### src/rtl/sc_pkg.sv
// Shared types and helpers for the asynchronous serial channel.
// Assumes characters of five to eight bits held in an 8-bit container.
package sc_pkg;

    typedef enum logic [1:0] {PAR_NONE, PAR_EVEN, PAR_ODD, PAR_FIXED} par_mode_e;
    typedef enum logic [1:0] {CH_NORMAL, CH_ECHO, CH_LOCAL, CH_REMOTE} chan_mode_e;
    typedef enum logic [2:0] {TX_IDLE, TX_START, TX_DATA, TX_PAR, TX_STOP} tx_state_e;
    typedef enum logic [2:0] {RX_IDLE, RX_START, RX_DATA, RX_PAR, RX_STOP, RX_BRK} rx_state_e;

    // Keep only the bits that belong to a character of length 5 + sel.
    function automatic logic [7:0] len_mask(input logic [1:0] sel);
        return 8'hFF >> (2'd3 - sel);
    endfunction

    // Parity bit that goes with a character under the given mode.
    function automatic logic par_bit(input logic [7:0] d, input logic [1:0] sel,
                                     input par_mode_e m, input logic fix);
        logic x;
        x = ^(d & len_mask(sel));
        case (m)
            PAR_EVEN:  return x;
            PAR_ODD:   return ~x;
            PAR_FIXED: return fix;
            default:   return 1'b0;
        endcase
    endfunction

endpackage

### src/rtl/sc_tx.sv
// Transmitter: one holding register feeding a frame shifter.
// Bit timing advances only on tick; each bit except the stop lasts OVS ticks.
// Assumes the format inputs are stable while a frame is being sent.
module sc_tx
    import sc_pkg::*;
#(
    parameter int OVS = 16,
    localparam int CW = $clog2(2 * OVS + 1)
) (
    input  logic          clk,
    input  logic          rst_n,
    input  logic          tick,
    input  logic          wr_en,
    input  logic [7:0]    wr_data,
    input  logic [1:0]    len_sel,
    input  logic [1:0]    par_sel,
    input  logic          par_fix,
    input  logic [CW-1:0] stop_len,
    input  logic          brk_cmd,
    output logic          tx_line,
    output logic          tx_ready
);
    localparam int MIN_STOP = OVS / 2 + 1;
    localparam int MAX_STOP = 2 * OVS;

    tx_state_e     st;
    logic [CW-1:0] cnt;
    logic [CW-1:0] stop_eff;
    logic [2:0]    bidx;
    logic [7:0]    shreg;
    logic [7:0]    hold;
    logic          hold_full;
    logic          pbit;
    logic          take;
    logic          raw;

    // Clamp the requested stop length to the supported range.
    always_comb begin
        if (stop_len < CW'(MIN_STOP))      stop_eff = CW'(MIN_STOP);
        else if (stop_len > CW'(MAX_STOP)) stop_eff = CW'(MAX_STOP);
        else                               stop_eff = stop_len;
    end

    // Moment the holding register is handed to the shifter.
    assign take = tick && hold_full &&
                  ((st == TX_IDLE) || (st == TX_STOP && cnt == stop_eff - 1'b1));

    // Holding register; a write wins over a same-cycle hand-over.
    always_ff @(posedge clk) begin
        if (!rst_n) begin
            hold      <= '0;
            hold_full <= 1'b0;
        end else if (wr_en) begin
            hold      <= wr_data;
            hold_full <= 1'b1;
        end else if (take) begin
            hold_full <= 1'b0;
        end
    end

    // Frame sequencer.
    always_ff @(posedge clk) begin
        if (!rst_n) begin
            st    <= TX_IDLE;
            cnt   <= '0;
            bidx  <= '0;
            shreg <= '0;
            pbit  <= 1'b0;
        end else if (tick) begin
            if (take) begin
                st    <= TX_START;
                cnt   <= '0;
                shreg <= hold & len_mask(len_sel);
                pbit  <= par_bit(hold, len_sel, par_mode_e'(par_sel), par_fix);
            end else begin
                case (st)
                    TX_START: begin
                        if (cnt == CW'(OVS - 1)) begin
                            cnt  <= '0;
                            bidx <= '0;
                            st   <= TX_DATA;
                        end else cnt <= cnt + 1'b1;
                    end
                    TX_DATA: begin
                        if (cnt == CW'(OVS - 1)) begin
                            cnt <= '0;
                            if (bidx == {1'b0, len_sel} + 3'd4)
                                st <= (par_sel == PAR_NONE) ? TX_STOP : TX_PAR;
                            else bidx <= bidx + 1'b1;
                        end else cnt <= cnt + 1'b1;
                    end
                    TX_PAR: begin
                        if (cnt == CW'(OVS - 1)) begin
                            cnt <= '0;
                            st  <= TX_STOP;
                        end else cnt <= cnt + 1'b1;
                    end
                    TX_STOP: begin
                        if (cnt == stop_eff - 1'b1) begin
                            cnt <= '0;
                            st  <= TX_IDLE;
                        end else cnt <= cnt + 1'b1;
                    end
                    default: cnt <= '0;
                endcase
            end
        end
    end

    // Line level chosen by the current frame position.
    always_comb begin
        case (st)
            TX_START: raw = 1'b0;
            TX_DATA:  raw = shreg[bidx];
            TX_PAR:   raw = pbit;
            default:  raw = 1'b1;
        endcase
    end

    assign tx_line  = raw & ~brk_cmd;
    assign tx_ready = ~hold_full;

    // a write always leaves the holding register occupied.
    p_wr_clears_ready_r4: assert property (@(posedge clk) disable iff (!rst_n)
        wr_en |=> !tx_ready);
    // the register only empties on a tick.
    p_ready_on_tick_r4: assert property (@(posedge clk) disable iff (!rst_n)
        $rose(tx_ready) |-> $past(tick));

endmodule

### src/rtl/sc_rx.sv
// Receiver: 16x oversampling frame engine with false-start rejection,
// error flags, break tracking and a one-deep holding register.
// Assumes rx_in is already synchronised to clk.
module sc_rx
    import sc_pkg::*;
#(
    parameter int OVS = 16,
    localparam int NW = $clog2(OVS)
) (
    input  logic       clk,
    input  logic       rst_n,
    input  logic       tick,
    input  logic       rx_in,
    input  logic [1:0] len_sel,
    input  logic [1:0] par_sel,
    input  logic       par_fix,
    input  logic       rd_en,
    input  logic       clr_brk,
    input  logic       no_deliver,
    output logic [7:0] rx_data,
    output logic       rx_ready,
    output logic       par_err,
    output logic       frm_err,
    output logic       ovr,
    output logic       brk_active,
    output logic       brk_chg
);
    localparam logic [NW-1:0] HALF = NW'(OVS / 2 - 1);
    localparam logic [NW-1:0] LAST = NW'(OVS - 1);

    rx_state_e     st;
    logic [NW-1:0] cnt;
    logic [2:0]    bidx;
    logic [7:0]    sh;
    logic          ones;
    logic          pbit;
    logic          stop_evt, brk_start, brk_end, done_ev, perr_now;

    assign stop_evt  = tick && st == RX_STOP && cnt == LAST;
    assign brk_start = stop_evt && !rx_in && !ones;
    assign done_ev   = stop_evt && !brk_start;
    assign brk_end   = tick && st == RX_BRK && rx_in && cnt == LAST;
    assign perr_now  = (par_sel != PAR_NONE) &&
                       (pbit != par_bit(sh, len_sel, par_mode_e'(par_sel), par_fix));

    // Frame engine stepping on oversampling ticks.
    always_ff @(posedge clk) begin
        if (!rst_n) begin
            st   <= RX_IDLE;
            cnt  <= '0;
            bidx <= '0;
            sh   <= '0;
            ones <= 1'b0;
            pbit <= 1'b0;
        end else if (tick) begin
            case (st)
                RX_IDLE: if (!rx_in) begin
                    st  <= RX_START;
                    cnt <= '0;
                end
                RX_START: begin
                    if (cnt == HALF) begin
                        cnt  <= '0;
                        bidx <= '0;
                        sh   <= '0;
                        ones <= 1'b0;
                        st   <= rx_in ? RX_IDLE : RX_DATA;
                    end else cnt <= cnt + 1'b1;
                end
                RX_DATA: begin
                    if (cnt == LAST) begin
                        cnt      <= '0;
                        sh[bidx] <= rx_in;
                        ones     <= ones | rx_in;
                        if (bidx == {1'b0, len_sel} + 3'd4)
                            st <= (par_sel == PAR_NONE) ? RX_STOP : RX_PAR;
                        else bidx <= bidx + 1'b1;
                    end else cnt <= cnt + 1'b1;
                end
                RX_PAR: begin
                    if (cnt == LAST) begin
                        cnt  <= '0;
                        pbit <= rx_in;
                        ones <= ones | rx_in;
                        st   <= RX_STOP;
                    end else cnt <= cnt + 1'b1;
                end
                RX_STOP: begin
                    if (cnt == LAST) begin
                        cnt <= '0;
                        st  <= brk_start ? RX_BRK : RX_IDLE;
                    end else cnt <= cnt + 1'b1;
                end
                RX_BRK: begin
                    if (!rx_in)          cnt <= '0;
                    else if (cnt == LAST) begin
                        cnt <= '0;
                        st  <= RX_IDLE;
                    end else cnt <= cnt + 1'b1;
                end
                default: st <= RX_IDLE;
            endcase
        end
    end

    // Holding register and per-character flags; a completing character beats a read.
    always_ff @(posedge clk) begin
        if (!rst_n) begin
            rx_data  <= '0;
            rx_ready <= 1'b0;
            par_err  <= 1'b0;
            frm_err  <= 1'b0;
            ovr      <= 1'b0;
        end else begin
            if (rd_en) begin
                rx_ready <= 1'b0;
                par_err  <= 1'b0;
                frm_err  <= 1'b0;
                ovr      <= 1'b0;
            end
            if (done_ev && !no_deliver) begin
                if (rx_ready && !rd_en) ovr <= 1'b1;
                else begin
                    rx_data  <= sh;
                    rx_ready <= 1'b1;
                    par_err  <= perr_now;
                    frm_err  <= !rx_in;
                end
            end
        end
    end

    // Break state and its change event.
    always_ff @(posedge clk) begin
        if (!rst_n) begin
            brk_active <= 1'b0;
            brk_chg    <= 1'b0;
        end else begin
            if (brk_start) brk_active <= 1'b1;
            else if (brk_end) brk_active <= 1'b0;
            if (brk_start || brk_end) brk_chg <= 1'b1;
            else if (clr_brk)         brk_chg <= 1'b0;
        end
    end

    // a read with no competing character empties the register.
    p_read_clears_r5: assert property (@(posedge clk) disable iff (!rst_n)
        (rd_en && !done_ev) |=> !rx_ready);
    // an overrun keeps the unread character.
    p_overrun_holds_r7: assert property (@(posedge clk) disable iff (!rst_n)
        (done_ev && !no_deliver && rx_ready && !rd_en) |=> (ovr && $stable(rx_data)));
    // a break only ends while the line is high.
    p_break_ends_high_r8: assert property (@(posedge clk) disable iff (!rst_n)
        $fell(brk_active) |-> $past(rx_in));
    // remote loopback never raises receiver-ready.
    p_remote_silent_r10: assert property (@(posedge clk) disable iff (!rst_n)
        (no_deliver && !rx_ready) |=> !rx_ready);

endmodule

### src/rtl/serial_chan.sv
// Top of the asynchronous serial channel: input synchroniser, channel
// routing between transmitter, receiver and pins, and interrupt masking.
// Assumes tick16 is a single-cycle enable at 16x the bit rate.
module serial_chan
    import sc_pkg::*;
#(
    parameter int OVS = 16,
    localparam int SW = $clog2(2 * OVS + 1)
) (
    input  logic          clk,
    input  logic          rst_n,
    input  logic          tick16,
    input  logic          host_wr,
    input  logic [7:0]    host_wdata,
    input  logic          host_rd,
    output logic [7:0]    host_rdata,
    input  logic [1:0]    len_sel,
    input  logic [1:0]    par_sel,
    input  logic          par_fix,
    input  logic [SW-1:0] stop_ticks,
    input  logic [1:0]    chan_sel,
    input  logic          brk_send,
    input  logic          brk_clear,
    input  logic [3:0]    irq_mask,
    output logic          tx_ready,
    output logic          rx_ready,
    output logic          par_err,
    output logic          frm_err,
    output logic          overrun,
    output logic          brk_active,
    output logic          brk_change,
    output logic          irq_n,
    output logic          txd,
    input  logic          rxd
);
    logic [1:0] rxd_sync;
    logic       tx_line;
    logic       rx_src;
    logic [3:0] irq_src;
    chan_mode_e mode;

    assign mode = chan_mode_e'(chan_sel);

    // Two-stage synchroniser for the asynchronous receive pin.
    always_ff @(posedge clk) begin
        if (!rst_n) rxd_sync <= 2'b11;
        else        rxd_sync <= {rxd_sync[0], rxd};
    end

    sc_tx #(.OVS(OVS)) u_tx (
        .clk(clk), .rst_n(rst_n), .tick(tick16),
        .wr_en(host_wr), .wr_data(host_wdata),
        .len_sel(len_sel), .par_sel(par_sel), .par_fix(par_fix),
        .stop_len(stop_ticks), .brk_cmd(brk_send),
        .tx_line(tx_line), .tx_ready(tx_ready)
    );

    // Receiver input: the transmitter in local loopback, the pin otherwise.
    assign rx_src = (mode == CH_LOCAL) ? tx_line : rxd_sync[1];

    sc_rx #(.OVS(OVS)) u_rx (
        .clk(clk), .rst_n(rst_n), .tick(tick16), .rx_in(rx_src),
        .len_sel(len_sel), .par_sel(par_sel), .par_fix(par_fix),
        .rd_en(host_rd), .clr_brk(brk_clear), .no_deliver(mode == CH_REMOTE),
        .rx_data(host_rdata), .rx_ready(rx_ready), .par_err(par_err),
        .frm_err(frm_err), .ovr(overrun), .brk_active(brk_active),
        .brk_chg(brk_change)
    );

    // Transmit pin source for each channel mode.
    always_comb begin
        case (mode)
            CH_NORMAL: txd = tx_line;
            CH_LOCAL:  txd = 1'b1;
            default:   txd = rxd_sync[1];
        endcase
    end

    // Interrupt: any enabled status source pulls the line low.
    assign irq_src = {par_err | frm_err | overrun, brk_change, rx_ready, tx_ready};
    assign irq_n   = ~|(irq_src & irq_mask);

    // with every source masked the request stays inactive.
    p_irq_masked_r11: assert property (@(posedge clk) disable iff (!rst_n)
        (irq_mask == 4'b0) |-> irq_n);
    // a break command forces the line low in normal mode.
    p_brk_send_r9: assert property (@(posedge clk) disable iff (!rst_n)
        (brk_send && chan_sel == 2'd0) |-> !txd);
    // local loopback keeps the pin idle.
    p_local_quiet_r10: assert property (@(posedge clk) disable iff (!rst_n)
        (chan_sel == 2'd2) |-> txd);

endmodule

### config.mk
export PLATFORM = sky130hd
export DESIGN_NAME = serial_chan
export DESIGN_NICKNAME = d
export VERILOG_FILES = /design/src/rtl/sc_pkg.sv /design/src/rtl/sc_tx.sv /design/src/rtl/sc_rx.sv /design/src/rtl/serial_chan.sv
export SDC_FILE = /design/constraint.sdc
export NUM_CORES = 1
export LEC_CHECK = 0
export ABC_AREA = 1
export CORE_UTILIZATION = 50
export CTS_CLUSTER_SIZE = 14
export DETAILED_ROUTE_END_ITERATION = 8
export PLACE_DENSITY = 0.86
export SLEW_MARGIN = 5
export SYNTH_ARGS = -nofsm -noshare
export SYNTH_HDL_FRONTEND = slang
export SYNTH_SLANG_ARGS = --single-unit
### constraint.sdc
create_clock -name clk -period 2.1 [get_ports clk]
set_input_delay 0.42 -clock clk [delete_from_list [all_inputs] [get_ports clk]]
set_output_delay 0.42 -clock clk [all_outputs]
set_load 0.02 [all_outputs]
### Word-level counts from Yosys, hierarchy flattened

Cells that the tools add are included.
W data, S select, Z words.

* logic and storage cells: 210
* output and inout port bits: 17
* register bits: 66
* input bits: 33

* muxes and demuxes: 72
* shift operators: 1
* bitwise logic cells: 13
* $lt $le $gt $ge: 5
* equal/unequal tests: 39
* add/sub/neg operators: 7
* reduce and logical (&&, ||, !) cells: 52

Operators by type and width (count)
* $mux W3: 22
* $mux W6: 5
* $mux W1: 23
* $pmux W3 S6: 1
* $and A8 B8 Y8: 2
* $mux W4: 4
* $mux W8: 2
* $ne A2 B1 Y1 const B: 8
* $pmux W4 S4: 1
* $pmux W8 S2: 1
* $reduce_xor A8 Y1: 2
* $logic_and A1 B1 Y1: 15
* $reduce_bool A2 Y1: 7
* $eq A3 B2 Y1 const B: 4
* $ne A3 B1 Y1 const B: 4
* $pmux W3 S2: 2
* $pmux W3 S4: 1
* $pmux W6 S2: 1
* $ne A2 B2 Y1 const B: 5
* $eq A3 B3 Y1 const B: 3
* $pmux W1 S3: 3
* $reduce_and A9 Y1: 1
* $bwmux W8: 1
* $eq A2 B2 Y1 const B: 4
* other kinds (43): 67

### Depth between registers and ports, before layout

* depth after elaboration: 12
* gate-level depth with buffers: 19
* gate-level depth less buffers: 19

### Hierarchy

A second synthesis with hierarchy kept.

* cell total of the unflattened synthesis: 589
* area total of the unflattened synthesis: 3995.1 um^2

Modules (own cells, without submodules)
* sc_rx: cells each 284, area an instance 1951.9 um^2, instances 1, sequential area each 680.7 um^2
* sc_tx: cells each 281, area an instance 1911.8 um^2, instances 1, sequential area each 600.6 um^2
* serial_chan: cells each 24, area an instance 131.4 um^2, instances 1, sequential area each 40.0 um^2

### Worst setup path before layout

OpenSTA, ideal clock, no wires.

* path type: in2reg
* start: in stop_ticks[2]
* end: reg u_tx.cnt[0]
* setup time: 0.116 ns
* cell stages on the path: 15
* setup slack: 0.054 ns
* buffers on the path: 0
* required time: 1.984 ns
* arrival: 1.930 ns
* path through: nor2_1 -> nand2_1 -> nand2_1 -> nand2_1 -> nand2_1 -> inv_2 -> ha_1 -> xor2_1 -> nand3_1 -> nor2_1 -> nand3_1 -> nand2_1 -> o211ai_1 -> o211ai_1 -> inv_1

* cells in the longest elaborated chain, start to end: 9
* elaborated cells on any way between the ends: 12
* classes of those cells: add/sub (1); order compare (2); eq/ne (1); mux (5); reduce/logical (3)

Ends and longest elaborated chain
* from (decl): RTL line serial_chan.sv:20 `input logic [SW-1:0] stop_ticks,`
* $gt A6 B6 Y1: RTL line sc_tx.sv:40 `else if (stop_len > CW'(MAX_STOP)) stop_eff = CW'(MAX_STOP);`
* $mux W6: RTL line sc_tx.sv:40
* $mux W6 (*): RTL line sc_tx.sv:39 `if (stop_len < CW'(MIN_STOP)) stop_eff = CW'(MIN_STOP);`
* $sub A6 B1 Y6 (*): RTL line sc_tx.sv:46, sc_tx.sv:99
* $eq A6 B6 Y1 (*): RTL line sc_tx.sv:46, sc_tx.sv:99
* branches (longest 3 deep; another with $mux W6)
* $mux W6 (*): RTL line sc_tx.sv:70 `if (take) begin`
* to (signal assigned): RTL line sc_tx.sv:82 `end else cnt <= cnt + 1'b1;`
* to (signal assigned): RTL line sc_tx.sv:90 `end else cnt <= cnt + 1'b1;`
* to (signal assigned): RTL line sc_tx.sv:96 `end else cnt <= cnt + 1'b1;`
* to (decl): RTL line sc_tx.sv:27 `logic [CW-1:0] cnt;`

Mark *: on every way between the ends.
A chain may end at the register's enable or synchronous reset.

### Worst setup path in the final report

* start: reg u_tx.bidx[0]
* end: out txd

* cells in the longest elaborated chain, start to end: 5

Ends and longest elaborated chain
* from (decl): RTL line sc_tx.sv:29 `logic [2:0] bidx;`
* from (signal assigned): RTL line sc_tx.sv:89 `else bidx <= bidx + 1'b1;`
* $bmux W1 S3: RTL line sc_tx.sv:114 `TX_DATA: raw = shreg[bidx];`
* $mux W1 (not written as such): RTL line sc_tx.sv:114
* $pmux W1 S3: RTL line sc_tx.sv:112 `case (st)`
* $and A1 B1 Y1: RTL line sc_tx.sv:120 `assign tx_line = raw & ~brk_cmd;`
* $pmux W1 S2: RTL line serial_chan.sv:72 `case (mode)`
* to (decl): RTL line serial_chan.sv:33 `output logic txd,`

Every way passes these cells. The select of a mux whose other input is x is not followed.

==> results.md <==
- Root Buffer: clkbuf_8
- Synth top cells by count: nor2_1, nand2_1, dfxtp_1
- Worst clock skew: 6.60 ps
- Total number of vias: 4375
- DIE HEIGHT: 90.4 um
- CTS Sinks: between 60 and 70
- Most instantiated library cell after synthesis: nor2_1
- Total Die Area: slightly above 8000 um^2
- Initial Util: 52.7%
- Row count: 31
- ANT nets after route: 0
- Ys flop type: dfxtp_1
- Maximum clock rate: 455 MHz
- Worst-Skew Late Latency: 360 ps
- WHS Endpoint: rxd_sync[1]
- CP Buf/Inv Count: 2
- WL final: 10800 um
- Area contributors post-synth: dfxtp_1, nor2_1, nand2_1, inv_1, o21ai_0
- Status: finished, violations left
- Register clock-pin slew on the reported worst setup and hold paths: roughly 80 ps
- Vias in the first global route: just over 4000
- Final hold vios: 0
- Max-cap violations: 0
- CP max FO: 6
- Post-synth EDFFs: 0
- H-tree levels: 3
- Reg2Reg Depth: 11
- Vias/cell: between 5 and 6
- Hold path depth: 1
- Min-delay worst type: reg -> reg
- Synth cell types: 44
- Drt drc: 0
- Placer Congestion: 0.918
- Slew @ Worst Pin: 419 ps
- Crit end category: primary output
- Synth warnings: 0
- Top-Level Pins: 50
- Initial DRC Count: 220
- RSZ-0062 raised after global routing: true
- Syn avg cell area: 6.56 um^2
- Sequential standard cell area: 1330 um^2
- Setup TNS: -120 ps
- Share of cells above drive strength 1: 24.4%
- Post-synth ARST share: 0%
- CTS tree: done
- Fill count: 567
- Synth Register Bits: 66
- Final setup fails: 2
- Pwr dens: 700 nW/um^2
- Post-layout nets: 742
- Yosys top cell area share: ~34%
- Final min period: 2200 ps
- Crit. Startpoint: u_tx.bidx[0]
- CP max stage delay: between 400 and 500 ps
- Critical path, cell by cell: nor2_2, nor2_1, o21ai_1, o211ai_1, nand3_1, nand2_2, inv_2, o31ai_2, buf_4
- CTS Buf Count: 9
- Violated checks: setup timing
- Routed wl met2: ~5500 um
- Post-route worst setup slack: -98.6 ps
- Hold buffer count at CTS: 0
- Detailed placer's ending HPWL: about 7500 um
- Ant. Diodes: 0
- Period utilization: 105%
- First-pass GRT wire length: 17400 um
- Slew Viols, Final: 0
- WL/cell: 13.4 um
- Longest Clk Path Bufs: 2
- R2R Path Start: u_rx.st[2]
- Pre-CTS setup slack: -681 ps
- Worst Path Required: approximately 1700 ps
- Top routing layer used: met4
- Remaining Overflow, GRT: 0
- Drt pass-1 iters: 5
- Finished Core Util: 70.9%
- Synth-to-layout area growth: 34.5%
- Reg2Reg Setup Slack: 130 ps
- IO buf count: 49
- Yosys top cell by area: dfxtp_1
- WS Path Type: reg -> out
- Synthesized net count: ~630
- CP max-delay cell: dfxtp_4
- Sequential share of the synthesized area: between 30% and 40%
- Highest ir drop seen on vdd: 0.376 mV
- Normalized max-slew margin: 71.8%
- Worst endpoint data arrival time: about 1800 ps
- Cell Area, Synth: about 3900 um^2
- Met1 WL: 4500 um
- Initial antenna violation count: 0
- Hold path start: rxd_sync[0]
- GRT Total Usage: 26.0%
- Multi-input logic area: approximately 2300 um^2
- Largest net degree at the start of global routing: 25
- Kind of start point of the critical path: flip-flop
- RR Endpoint: u_rx.sh[0]
- Leakage: 2.36 nW
- Synth Instances: 596
- WL met3: 624 um
- Largest delay share family, worst path: simple AND/OR/NAND/NOR gates
- Core footprint: 7410 um^2
- Chip width: 90.4 um
-- sequential cells by signal (all words and copies together) (netlist names), 4 cells and up --
signal	cells
u_rx.cnt	4
u_tx.cnt	6
u_rx.rx_data	8
u_rx.sh	8
u_tx.shreg	8
u_tx.hold	8
-- layout by cell type (no fill, tap or decap), types with 5 or more instances in the layout --
cell	instances
o21ai_2	8
inv_2	17
o21ai_0	38
nor2_1	104
nand2_2	17
nand4_1	13
clkdlybuf4s50_1	39
o211ai_1	6
clkbuf_8	9
clkbuf_2	5
o21ai_1	10
buf_4	60
nand2_1	88
xor2_1	13
nand3_1	25
inv_1	60
dfxtp_1	62
o22ai_1	5
nor2_2	13
a21oi_1	35
nor3_1	14
nor2_4	5
-- worst register-to-register path: stages (launching register included) --
cell,delay (ps)
dfxtp_1,390
inv_2,130
nand2_2,60
nor2_2,170
inv_2,90
nor2_2,160
nor2_4,50
buf_4,130
nand2_1,250
clkinv_2,200
nand4_1,150
a21oi_1,70
-- cell families after synthesis --
kind of cell               Yosys count  synth area share [%]
AOI/OAI and AO/OA                  118                  17.2
xor gates and xnor gates            16                  3.59
adders and majority gates            5                  1.60
buffers and inverters               96                  10.0
DFF                                 66                  33.8
and+or+nand+nor                    295                  33.8
-- metrics by stage --
step / cell area [um^2] / cells / power, mW / hold slack [ps]
2_1_floorplan: 3910 / 596 / 1.99 / 393
4_1_cts: 5160 / 808 / 3.56 / 418
3_3_place_gp: 4870 / 788 / 2.36 / 396
5_1_grt: 5260 / 808 / 3.84 / 464
3_5_place_dp: 4870 / 788 / 2.41 / 399
6_report: 5260 / 808 / 3.68 / 413
-- how the worst max path moves through the flow --
stage                    end  slack (ps)  cells past startpoint
6_report                 txd        -100                      9
3_5_place_dp   u_tx.shreg[5]        -680                     19
5_1_grt                  txd        -190                      9
3_3_place_gp       u_tx.pbit        -500                     17
2_1_floorplan    u_tx.cnt[0]          50                     15
4_1_cts                  txd         -90                      8
-- where the power goes --
| part | internal (mW) | switching, mW | total (mW) | leakage [nW] |
|---|---|---|---|---|
| registers | 1.33 | 0.0763 | 1.41 | 0.539 |
| clock network | 0.558 | 0.569 | 1.13 | 0.0973 |
| logic | 0.485 | 0.655 | 1.14 | 1.72 |
| total | 2.38 | 1.30 | 3.68 | 2.36 |
-- final cells by class --
class,count,area share [%]
well taps,99,2.36
repair buffers,111,17.9
inverters,82,6.07
flip-flops and latches,66,25.3
clock buffers,9,2.36
multi-input cells,434,44.5
clock inverters,7,1.50
-- per-layer routing --
layer	up-vias	track usage, %
met5	-	0
met4	0	13.8
met1	2017	30.4
met2	173	45.8
li1	2159	-
met3	26	3.79
-- what timing repair did --
action	in CTS	in global routing
setup buffers	4	0
pin swaps	13	16
setup endpoints to repair	21	46
resized for setup	35	53
Power figures use the tool's default switching activity.
